--- config.mk ---
export PLATFORM = sky130hd
export DESIGN_NAME = input_capture_unit
export DESIGN_NICKNAME = d
export VERILOG_FILES = /design/src/rtl/cap_pkg.sv /design/src/rtl/cap_sync.sv /design/src/rtl/cap_filter.sv /design/src/rtl/cap_edge.sv /design/src/rtl/input_capture_unit.sv
export SDC_FILE = /design/constraint.sdc
export NUM_CORES = 1
export LEC_CHECK = 0
export BUFFER_PORTS_ARGS = -buffer_cell sky130_fd_sc_hd__buf_2
export CAP_MARGIN = 25
export CORE_MARGIN = 10
export CORE_UTILIZATION = 35
export DETAILED_ROUTE_END_ITERATION = 8
export GPL_TIMING_DRIVEN = 0
export PLACE_DENSITY_LB_ADDON = 0.1
export SLEW_MARGIN = 20
export SYNTH_ARGS = -nofsm -noshare
export SYNTH_HDL_FRONTEND = slang
export SYNTH_SLANG_ARGS = --single-unit
--- constraint.sdc ---
create_clock -name clk -period 2.35 [get_ports clk]
set_input_delay 0.3525 -clock clk [delete_from_list [all_inputs] [get_ports clk]]
set_output_delay 0.3525 -clock clk [all_outputs]
set_load 0.1 [all_outputs]
--- src/rtl/cap_pkg.sv ---
package cap_pkg;

    localparam int SYNC_STAGES = 2;
    localparam int FILT_TAPS   = 4;
    localparam int NUM_SRC     = 2;

    typedef enum logic {
        SRC_PIN = 1'b0,
        SRC_CMP = 1'b1
    } src_e;

    typedef struct packed {
        logic level;
        logic rise;
        logic fall;
    } trig_t;

    function automatic logic taps_agree(input logic [FILT_TAPS-1:0] taps);
        return (&taps) | ~(|taps);
    endfunction

endpackage

--- src/rtl/cap_sync.sv ---
module cap_sync #(
    parameter int STAGES = 2
) (
    input  logic clk,
    input  logic d,
    output logic q
);
    logic [STAGES-1:0] chain;

    always_ff @(posedge clk) begin
        chain <= {chain[STAGES-2:0], d};
    end

    assign q = chain[STAGES-1];
endmodule

--- src/rtl/cap_filter.sv ---
module cap_filter
    import cap_pkg::*;
(
    input  logic clk,
    input  logic rst,
    input  logic en,
    input  logic d,
    output logic q
);
    logic [FILT_TAPS-1:0] taps;
    logic                 held;
    logic                 voted;

    assign voted = taps_agree(taps) ? taps[0] : held;
    assign q     = en ? voted : d;

    always_ff @(posedge clk) begin
        if (rst) begin
            taps <= {FILT_TAPS{d}};
            held <= d;
        end else begin
            taps <= {taps[FILT_TAPS-2:0], d};
            held <= voted;
        end
    end
endmodule

--- src/rtl/cap_edge.sv ---
module cap_edge
    import cap_pkg::*;
(
    input  logic  clk,
    input  logic  rst,
    input  logic  level,
    output trig_t trig
);
    logic prev;

    always_ff @(posedge clk) begin
        prev <= level;
    end

    always_comb begin
        trig.level = level;
        trig.rise  = ~rst & level & ~prev;
        trig.fall  = ~rst & ~level & prev;
    end
endmodule

--- src/rtl/input_capture_unit.sv ---
module input_capture_unit
    import cap_pkg::*;
#(
    parameter int CNT_W = 16
) (
    input  logic             clk,
    input  logic             rst,
    input  logic [CNT_W-1:0] count_i,
    input  logic             pin_i,
    input  logic             cmp_i,
    input  logic             src_sel_i,
    input  logic             filt_en_i,
    input  logic             edge_rise_i,
    input  logic             trig_dis_i,
    input  logic             flag_clr_i,
    output logic [CNT_W-1:0] capture_o,
    output logic             flag_o
);
    logic [NUM_SRC-1:0] raw_src;
    logic [NUM_SRC-1:0] sync_src;
    logic               sel_level;
    logic               clean_level;
    trig_t              trig;
    logic               cap_fire;
    src_e               src;

    assign raw_src = {cmp_i, pin_i};
    assign src     = src_e'(src_sel_i);

    for (genvar g = 0; g < NUM_SRC; g++) begin : g_sync
        cap_sync #(.STAGES(SYNC_STAGES)) u_sync (
            .clk (clk),
            .d   (raw_src[g]),
            .q   (sync_src[g])
        );
    end

    assign sel_level = (src == SRC_CMP) ? sync_src[1] : sync_src[0];

    cap_filter u_filt (
        .clk (clk),
        .rst (rst),
        .en  (filt_en_i),
        .d   (sel_level),
        .q   (clean_level)
    );

    cap_edge u_edge (
        .clk   (clk),
        .rst   (rst),
        .level (clean_level),
        .trig  (trig)
    );

    assign cap_fire = ~trig_dis_i & (edge_rise_i ? trig.rise : trig.fall);

    always_ff @(posedge clk) begin
        if (rst) begin
            capture_o <= '0;
            flag_o    <= 1'b0;
        end else begin
            if (cap_fire) begin
                capture_o <= count_i;
            end
            if (cap_fire) begin
                flag_o <= 1'b1;
            end else if (flag_clr_i) begin
                flag_o <= 1'b0;
            end
        end
    end
endmodule

==> impl_metrics.ini, run 1 <==
[outcome]
status = finished clean

[cts]
cts_inserted_buffers = 3
cts_hold_buf = 0
cts_tree = yes
cts_sinks = 27
cts-resized-gates = 0
cts_root_buf = clkbuf_4
insertion_delay_ps = 310
post_cts_buffers = 0
clkTransAtPathRegs_ps = 130
h-tree-depth = 1
max-clock-path-buffers = 2

[place]
dp_slack_ps = 163
hpwl_um = 1710
placed_cells = 154
portBuffers = 41
place_area_um2 = 1260
gp_congestion = 0.686

[power_and_ir_drop]
p_total_mw = 0.936
p_leak_nw = 0.642
irDropWorstVdd_v = 0.000511
power_density_nw_per_um2 = 726

[synth]
ys_seq_elements = 27
ys_seq_area_share_pct = 53.0
syn_area_um2 = 1020
synthDistinctLibCells = 20
synth_warnings = 0
synthCells = 82
synthesis.nets = 107
syn-mean-instance-area_um2 = 12.4

[sta]
finalClockSkew_ps = 3.83
finalWorstSetupSlack_ps = 195
layout_min_cycle_time_ps = 2160
rsz0062_at_grt = no
slew_headroom_pct = 61.3
tightest_slew_ps = 570
finalSetupTns_ps = 0
min_period_over_period_pct = 91.7
drv_slew = 0
holdWs_ps = 130
max_freq_mhz = 464
setup_viol = 0
hold_violations = 0

[worst_setup_path]
reg2reg_slack_ps = 190
cp-startpoint = u_filt.taps[0]
critical_path_cell_count = 5
reg2reg_to = capture_o[10]
crit_chain = a31oi_1, o32ai_2, mux2i_2, buf_6, mux2_4
r2r.worst_path.cells = 5
cp-endpoint = capture_o[10]
worst_setup_path_end_kind = flip-flop
critPathMaxFanout = 10
cp.arrival_ps = 2370
rr_startpoint = u_filt.taps[0]
critPathBufInv = 1
cp_slowest_cell = mux2i_2
path_delay_family = multiplexers
critPathLaunchType = flip-flop
cp.required_ps = 2560
crit_type = flip-flop to flip-flop
max_stage_delay_ps = 570

[layout]
nets = 153
layout_common_cells = buf_2, dfxtp_1, nor2b_1, mux2_4, mux2_2
utilization_pct = 46.4
finalNonFillerCells = 158
drive_gt1_share_pct = 51.2
layout_commonest_cell = buf_2
finalInstanceArea_um2 = 1290
syn_to_final_growth_pct = 26.5
diodes = 0

[route]
antenna_left = 0
drt_wl_total_um = 2080
num_vias = 722
drc = 0
first_iter_violations = 15
wire_per_inst_um = 13.2
viasPerCell = 4.57
drtPass1Iterations = 4

[grt]
grt_max_degree = 15
antenna_found_initial = 0
grt_pass1_vias = 789
overflow = 0
grt_first_pass_wirelength_um = 3380
grt_usage_pct = 7.71

[floorplan]
ioPinCount = 42
fp.dieH_um = 74.0
fp.dieW_um = 74.0
start_util_pct = 36.7
design.die.area_um2 = 5470
num_rows = 19
coreArea_um2 = 2780

[hold_path]
hold_depth = 1
hp-class = input port to flip-flop

[run]
cap_violations = 0
[Yosys cell counts]
library cell | instances | area (um^2)
mux2i_1 | 1 | 10.0
nor2_1 | 1 | 3.75
mux2i_2 | 1 | 13.8
dfxtp_1 | 27 | 541
mux2_4 | 9 | 135
clkbuf_1 | 2 | 7.51
inv_1 | 1 | 3.75
a31oi_1 | 1 | 6.26
o21ai_0 | 1 | 5.00
buf_6 | 1 | 11.3
or3_2 | 1 | 7.51
nand2_1 | 4 | 15.0
mux2_2 | 7 | 78.8
nor4_2 | 1 | 12.5
o21a_1 | 3 | 22.5
o32ai_2 | 1 | 16.3
a21oi_1 | 1 | 5.00
o31ai_1 | 1 | 7.51
nor2b_1 | 16 | 100
nor4b_1 | 2 | 17.5
[kinds of logic after synthesis]
family	count (synthesis)	synth area share, %
buffers and inverters	4	2.21
flip-flops	27	53.0
multiplexers	18	23.3
AO/OA/AOI/OAI	8	6.13
AND/OR/NAND/NOR	25	15.3
[area by class of cell]
type	count	area (um^2)
fill	275	1490
buffer	3	18.8
timing repair buffer	41	205
tap	31	38.8
clock buffer	4	26.3
sequential	27	541
multi-input combinational	51	457
inverter	1	3.75
[worst min path at each step]
| stage | endpoint | from | slack, ps |
|---|---|---|---|
| after floorplan | g_sync[0].u_sync.chain[1] | g_sync[0].u_sync.chain[0] | 310 |
| after global placement | g_sync[1].u_sync.chain[1] | g_sync[1].u_sync.chain[0] | 310 |
| after detailed placement | g_sync[1].u_sync.chain[1] | g_sync[1].u_sync.chain[0] | 320 |
| after CTS | g_sync[0].u_sync.chain[0] | pin_i | 110 |
| after global routing | g_sync[0].u_sync.chain[0] | pin_i | 100 |
| final | g_sync[1].u_sync.chain[0] | cmp_i | 130 |
[flip-flops by register name, summed over array words and instances, names as in the netlist]
name / cells
u_edge.prev: 1
flag_o: 1
u_filt.held: 1
capture_o: 16
u_filt.taps: 4
g_sync.u_sync.chain: 4
[metal layers]
metal / GRT usage [%] / vias up / share of wire, % / wire length (um)
met2: 12.7 / 24 / 47 / 986
met5: 0 / - / 0 / 0
met4: 3.11 / 0 / 0.72 / 15
li1: - / 373 / - / -
met1: 8.02 / 323 / 41 / 847
met3: 4.26 / 2 / 11 / 231
[power breakdown]
part           internal, mW  leakage [nW]  switching, mW  total, mW
clock                0.0662        0.0150          0.122      0.188
sequential            0.491         0.223         0.0174      0.508
combinational        0.0689         0.405          0.171      0.240
[worst reg2reg max path, cell delays in order, from the launching register on]
cell	delay, ps
dfxtp_1	410
a31oi_1	140
o32ai_2	370
mux2i_2	570
buf_6	250
mux2_4	310
(Power assumes the default switching activity.)
==> inputs of run 2 (changes only) <==
--- a/config.mk
+++ b/config.mk
@@ -7,6 +7,8 @@
 export LEC_CHECK = 0
 export BUFFER_PORTS_ARGS = -buffer_cell sky130_fd_sc_hd__buf_2
 export CAP_MARGIN = 25
+export CELL_PAD_IN_SITES_DETAIL_PLACEMENT = 0
+export CELL_PAD_IN_SITES_GLOBAL_PLACEMENT = 1
 export CORE_MARGIN = 10
 export CORE_UTILIZATION = 35
 export DETAILED_ROUTE_END_ITERATION = 8
==> constraint.sdc (replaced) <==
create_clock -name clk -period 2.35 [get_ports clk]
set_input_delay 0.235 -clock clk [delete_from_list [all_inputs] [get_ports clk]]
set_output_delay 0.235 -clock clk [all_outputs]
set_load 0.1 [all_outputs]
==> impl_metrics.ini, run 2 (synthesized netlist as in run 1, its figures left out) <==
[sta]
setup_viol = 0
slew_headroom_pct = 60.7
hold_violations = 0
holdWs_ps = 129
max_freq_mhz = 462
layout_min_cycle_time_ps = 2170
tightest_slew_ps = 578
rsz0062_at_grt = no
min_period_over_period_pct = 92.2
finalSetupTns_ps = 0
finalClockSkew_ps = 12.0
drv_slew = 0

[power_and_ir_drop]
p_total_mw = 0.941
p_leak_nw = 0.653
power_density_nw_per_um2 = 718
irDropWorstVdd_v = 0.000363

[floorplan]
fp.dieW_um = 74.0
start_util_pct = 36.7
ioPinCount = 42
num_rows = 19
coreArea_um2 = 2780
design.die.area_um2 = 5470
fp.dieH_um = 74.0

[grt]
antenna_found_initial = 0
grt_max_degree = 16
grt_usage_pct = 7.55
overflow = 0
grt_pass1_vias = 760
grt_first_pass_wirelength_um = 3310

[cts]
clkTransAtPathRegs_ps = 140
cts_tree = yes
cts_inserted_buffers = 3
max-clock-path-buffers = 2
cts_sinks = 27
h-tree-depth = 1
cts_root_buf = clkbuf_4
insertion_delay_ps = 320
post_cts_buffers = 0

[route]
drtPass1Iterations = 2
antenna_left = 0
drc = 0
highest_layer = met4
met2WireLength_um = 923
viasPerCell = 4.54
wl_met3_um = 262
wire_per_inst_um = 13.1
first_iter_violations = 34
num_vias = 727
wl_met1_um = 898
drt_wl_total_um = 2100

[layout]
nets = 155
layout_common_cells = buf_2, dfxtp_1, nor2b_1, mux2_4, mux2_2
syn_to_final_growth_pct = 28.6
drive_gt1_share_pct = 51.2
largestRegisters = capture_o x16, g_sync.u_sync.chain x4, u_filt.taps x4
largest_reg_flops = 16
diodes = 0
finalInstanceArea_um2 = 1310
utilization_pct = 47.1
nFillCells = 267
regMostFlops = capture_o
layout_commonest_cell = buf_2

[worst_setup_path]
critPathLaunchType = flip-flop
reg2reg_to = capture_o[15]
cp.arrival_ps = 2380
critPathMaxFanout = 10
worst_setup_path_end_kind = flip-flop
cp-startpoint = u_filt.taps[2]
crit_type = flip-flop to flip-flop
rr_startpoint = u_filt.taps[2]
cp.required_ps = 2560
cp-endpoint = capture_o[15]
reg2reg_slack_ps = 180
r2r.worst_path.cells = 5

[place]
place_area_um2 = 1260
portBuffers = 41
gp_congestion = 0.724
hpwl_um = 1640

[run]
cap_violations = 0

[hold_path]
hold_depth = 2
hp-start = count_i[8]
hp-class = input port to flip-flop

[outcome]
status = finished clean
-- run 2: cell types whose count changed in the layout (fill, tap and decap cells not counted) --
cell,change
clkbuf_1,-1
dlygate4sd3_1,+2
clkinv_2,+1
-- run 2: final cells by class --
class                      instances  area [um^2]  share of cell area, %
sequential                        27          541                   41.2
clock buffer                       3         22.5                   1.72
multi-input combinational         51          457                   34.8
timing repair buffer              43          225                   17.2
tap                               31         38.8                   2.96
buffer                             3         18.8                   1.43
clock inverter                     1         5.00                  0.382
inverter                           1         3.75                  0.286
-- run 2: worst min path at each step --
stage                                 to  slack [ps]
6_report                    capture_o[8]         130
4_1_cts        g_sync[0].u_sync.chain[0]         0.5
2_1_floorplan  g_sync[0].u_sync.chain[0]         260
3_3_place_gp   g_sync[0].u_sync.chain[1]         310
5_1_grt                     capture_o[8]          90
3_5_place_dp   g_sync[1].u_sync.chain[1]         310
-- run 2: worst max-delay path, cell delays in order, from the launching register on --
cell	delay [ps]
dfxtp_1	410
a31oi_1	140
o32ai_2	370
mux2i_2	580
buf_6	250
mux2_4	310
-- run 2: repair_timing --
| item | CTS | global route |
|---|---|---|
| endpoints found under the hold margin | 1 | 1 |
| hold buffers | 1 | 1 |
| resized for setup | 0 | 0 |
| setup endpoints to repair | 0 | 0 |
-- run 2: routing by layer --
metal | vias to the layer above | global-route usage (%)
met5 | - | 0
met4 | 0 | 2.48
met3 | 2 | 4.39
met2 | 27 | 11.6
met1 | 322 | 8.56
li1 | 376 | -
-- run 2: through the flow --
stage / setup slack [ps] / cells
after floorplan: 453 / 82
after global placement: 211 / 154
after detailed placement: 162 / 154
after CTS: 133 / 159
after global routing: 8.13 / 160
final: 184 / 160
-- run 2: power by group --
| group | internal, mW | switching, mW |
|---|---|---|
| Sequential | 0.491 | 0.0172 |
| Combinational | 0.0711 | 0.171 |
| Clock | 0.0636 | 0.127 |
| Total | 0.626 | 0.316 |
==> inputs of run 3 (changes only) <==
--- a/config.mk
+++ b/config.mk
@@ -13,6 +13,7 @@
 export CORE_UTILIZATION = 35
 export DETAILED_ROUTE_END_ITERATION = 8
 export GPL_TIMING_DRIVEN = 0
+export MAX_ROUTING_LAYER = met4
 export PLACE_DENSITY_LB_ADDON = 0.1
 export SLEW_MARGIN = 20
 export SYNTH_ARGS = -nofsm -noshare
==> impl_metrics.ini, run 3 (synthesized netlist as in run 1, its figures left out) <==
[outcome]
status = finished clean

[grt]
grt_first_pass_wirelength_um = 3330
busiest_layer = met2
grt_usage_pct = 7.83
grt_max_degree = 16
overflow = 0
grt_pass1_vias = 757
use_met1_pct = 9.03
antenna_found_initial = 0
grt_use_met2_pct = 11.6
met3_usage_pct = 3.99

[cts]
clkTransAtPathRegs_ps = 140
cts_root_buf = clkbuf_4
cts-resized-gates = 0
max-clock-path-buffers = 2
cts_inserted_buffers = 3
post_cts_buffers = 0
cts_sinks = 27
insertion_delay_ps = 310
h-tree-depth = 1
cts_hold_buf = 1
cts_tree = yes

[sta]
drv_slew = 0
max_freq_mhz = 463
layout_min_cycle_time_ps = 2160
hold_violations = 0
tightest_slew_ps = 574
min_period_over_period_pct = 91.8
rsz0062_at_grt = no
slew_headroom_pct = 61.0
setup_viol = 0
holdWs_ps = 132
finalSetupTns_ps = 0
finalClockSkew_ps = 8.14

[worst_setup_path]
worst_setup_path_end_kind = flip-flop
reg2reg_slack_ps = 190
crit_type = flip-flop to flip-flop
cp.required_ps = 2560
critPathBufInv = 1
path_delay_family = multiplexers
max_stage_delay_ps = 580
cp.arrival_ps = 2370
r2r.worst_path.cells = 5
rr_startpoint = u_filt.taps[2]
crit_chain = a31oi_1, o32ai_2, mux2i_2, buf_6, mux2_4
critPathMaxFanout = 10
reg2reg_to = capture_o[15]
cp_slowest_cell = mux2i_2
critPathLaunchType = flip-flop

[route]
wire_per_inst_um = 13.1
num_vias = 732
first_iter_violations = 29
antenna_left = 0
drtPass1Iterations = 2
drt_wl_total_um = 2100
drc = 0
viasPerCell = 4.58

[power_and_ir_drop]
p_leak_nw = 0.653
irDropWorstVdd_v = 0.000361
power_density_nw_per_um2 = 717
p_total_mw = 0.940

[layout]
drive_gt1_share_pct = 51.2
regArea_um2 = 541
largest_reg_flops = 16
layout_commonest_cell = buf_2
diodes = 0
syn_to_final_growth_pct = 28.6
nets = 155
regMostFlops = capture_o
layout_common_cells = buf_2, dfxtp_1, nor2b_1, mux2_4, mux2_2
largestRegisters = capture_o x16, g_sync.u_sync.chain x4, u_filt.taps x4
finalNonFillerCells = 160
multiInputGateArea_um2 = 457
nFillCells = 267

[floorplan]
fp.dieH_um = 74.0
design.die.area_um2 = 5470
start_util_pct = 36.7
fp.dieW_um = 74.0
coreArea_um2 = 2780
ioPinCount = 42
num_rows = 19

[hold_path]
hp-class = input port to flip-flop
hold-path-endpoint = capture_o[8]
hp-start = count_i[8]
hold_depth = 2

[place]
hpwl_um = 1640
gp_congestion = 0.733
placed_cells = 154
portBuffers = 41

[run]
cap_violations = 0
==> run 3: layout make-up <==
| type | instances | area share [%] |
|---|---|---|
| clock inverters | 1 | 0.382 |
| inverters | 1 | 0.286 |
| clock buffers | 3 | 1.72 |
| flip-flops and latches | 27 | 41.2 |
| multi-input cells | 51 | 34.8 |
| plain buffers | 3 | 1.43 |
| repair buffers | 43 | 17.2 |
| well taps | 31 | 2.96 |
==> run 3: through the flow <==
stage	utilization [%]	cell area, um^2	setup slack (ps)
global route	47.1	1310	14.7
finish	47.1	1310	192
CTS	46.8	1300	133
global placement	45.4	1260	211
floorplan	-	1020	453
detailed placement	45.4	1260	162
==> run 3: power breakdown <==
part	internal, mW	switching [mW]	leakage (nW)
Sequential	0.491	0.0172	0.223
Combinational	0.0711	0.171	0.413
Clock	0.0636	0.126	0.0177
Total	0.625	0.314	0.653
==> run 3: worst reg2reg max path, cell delays in order, from the launching register on <==
cell     delay [ps]
dfxtp_1         410
a31oi_1         140
o32ai_2         370
mux2i_2         580
buf_6           250
mux2_4          310
==> run 3: worst max-delay path by stage <==
stage	from	to	slack (ps)	depth (start not counted)
after floorplan	u_filt.taps[2]	capture_o[10]	450	5
after global placement	u_filt.taps[2]	capture_o[13]	210	5
after detailed placement	u_filt.taps[0]	capture_o[7]	160	5
after CTS	u_filt.taps[2]	capture_o[15]	130	5
after global routing	u_filt.taps[2]	capture_o[9]	10	5
final	u_filt.taps[2]	capture_o[15]	190	5
==> run 3: routing by layer <==
metal | part of all wire (%) | wire length [um]
met5 | 0 | 0
met4 | 0.57 | 12
met3 | 12 | 248
met2 | 43 | 909
met1 | 44 | 925
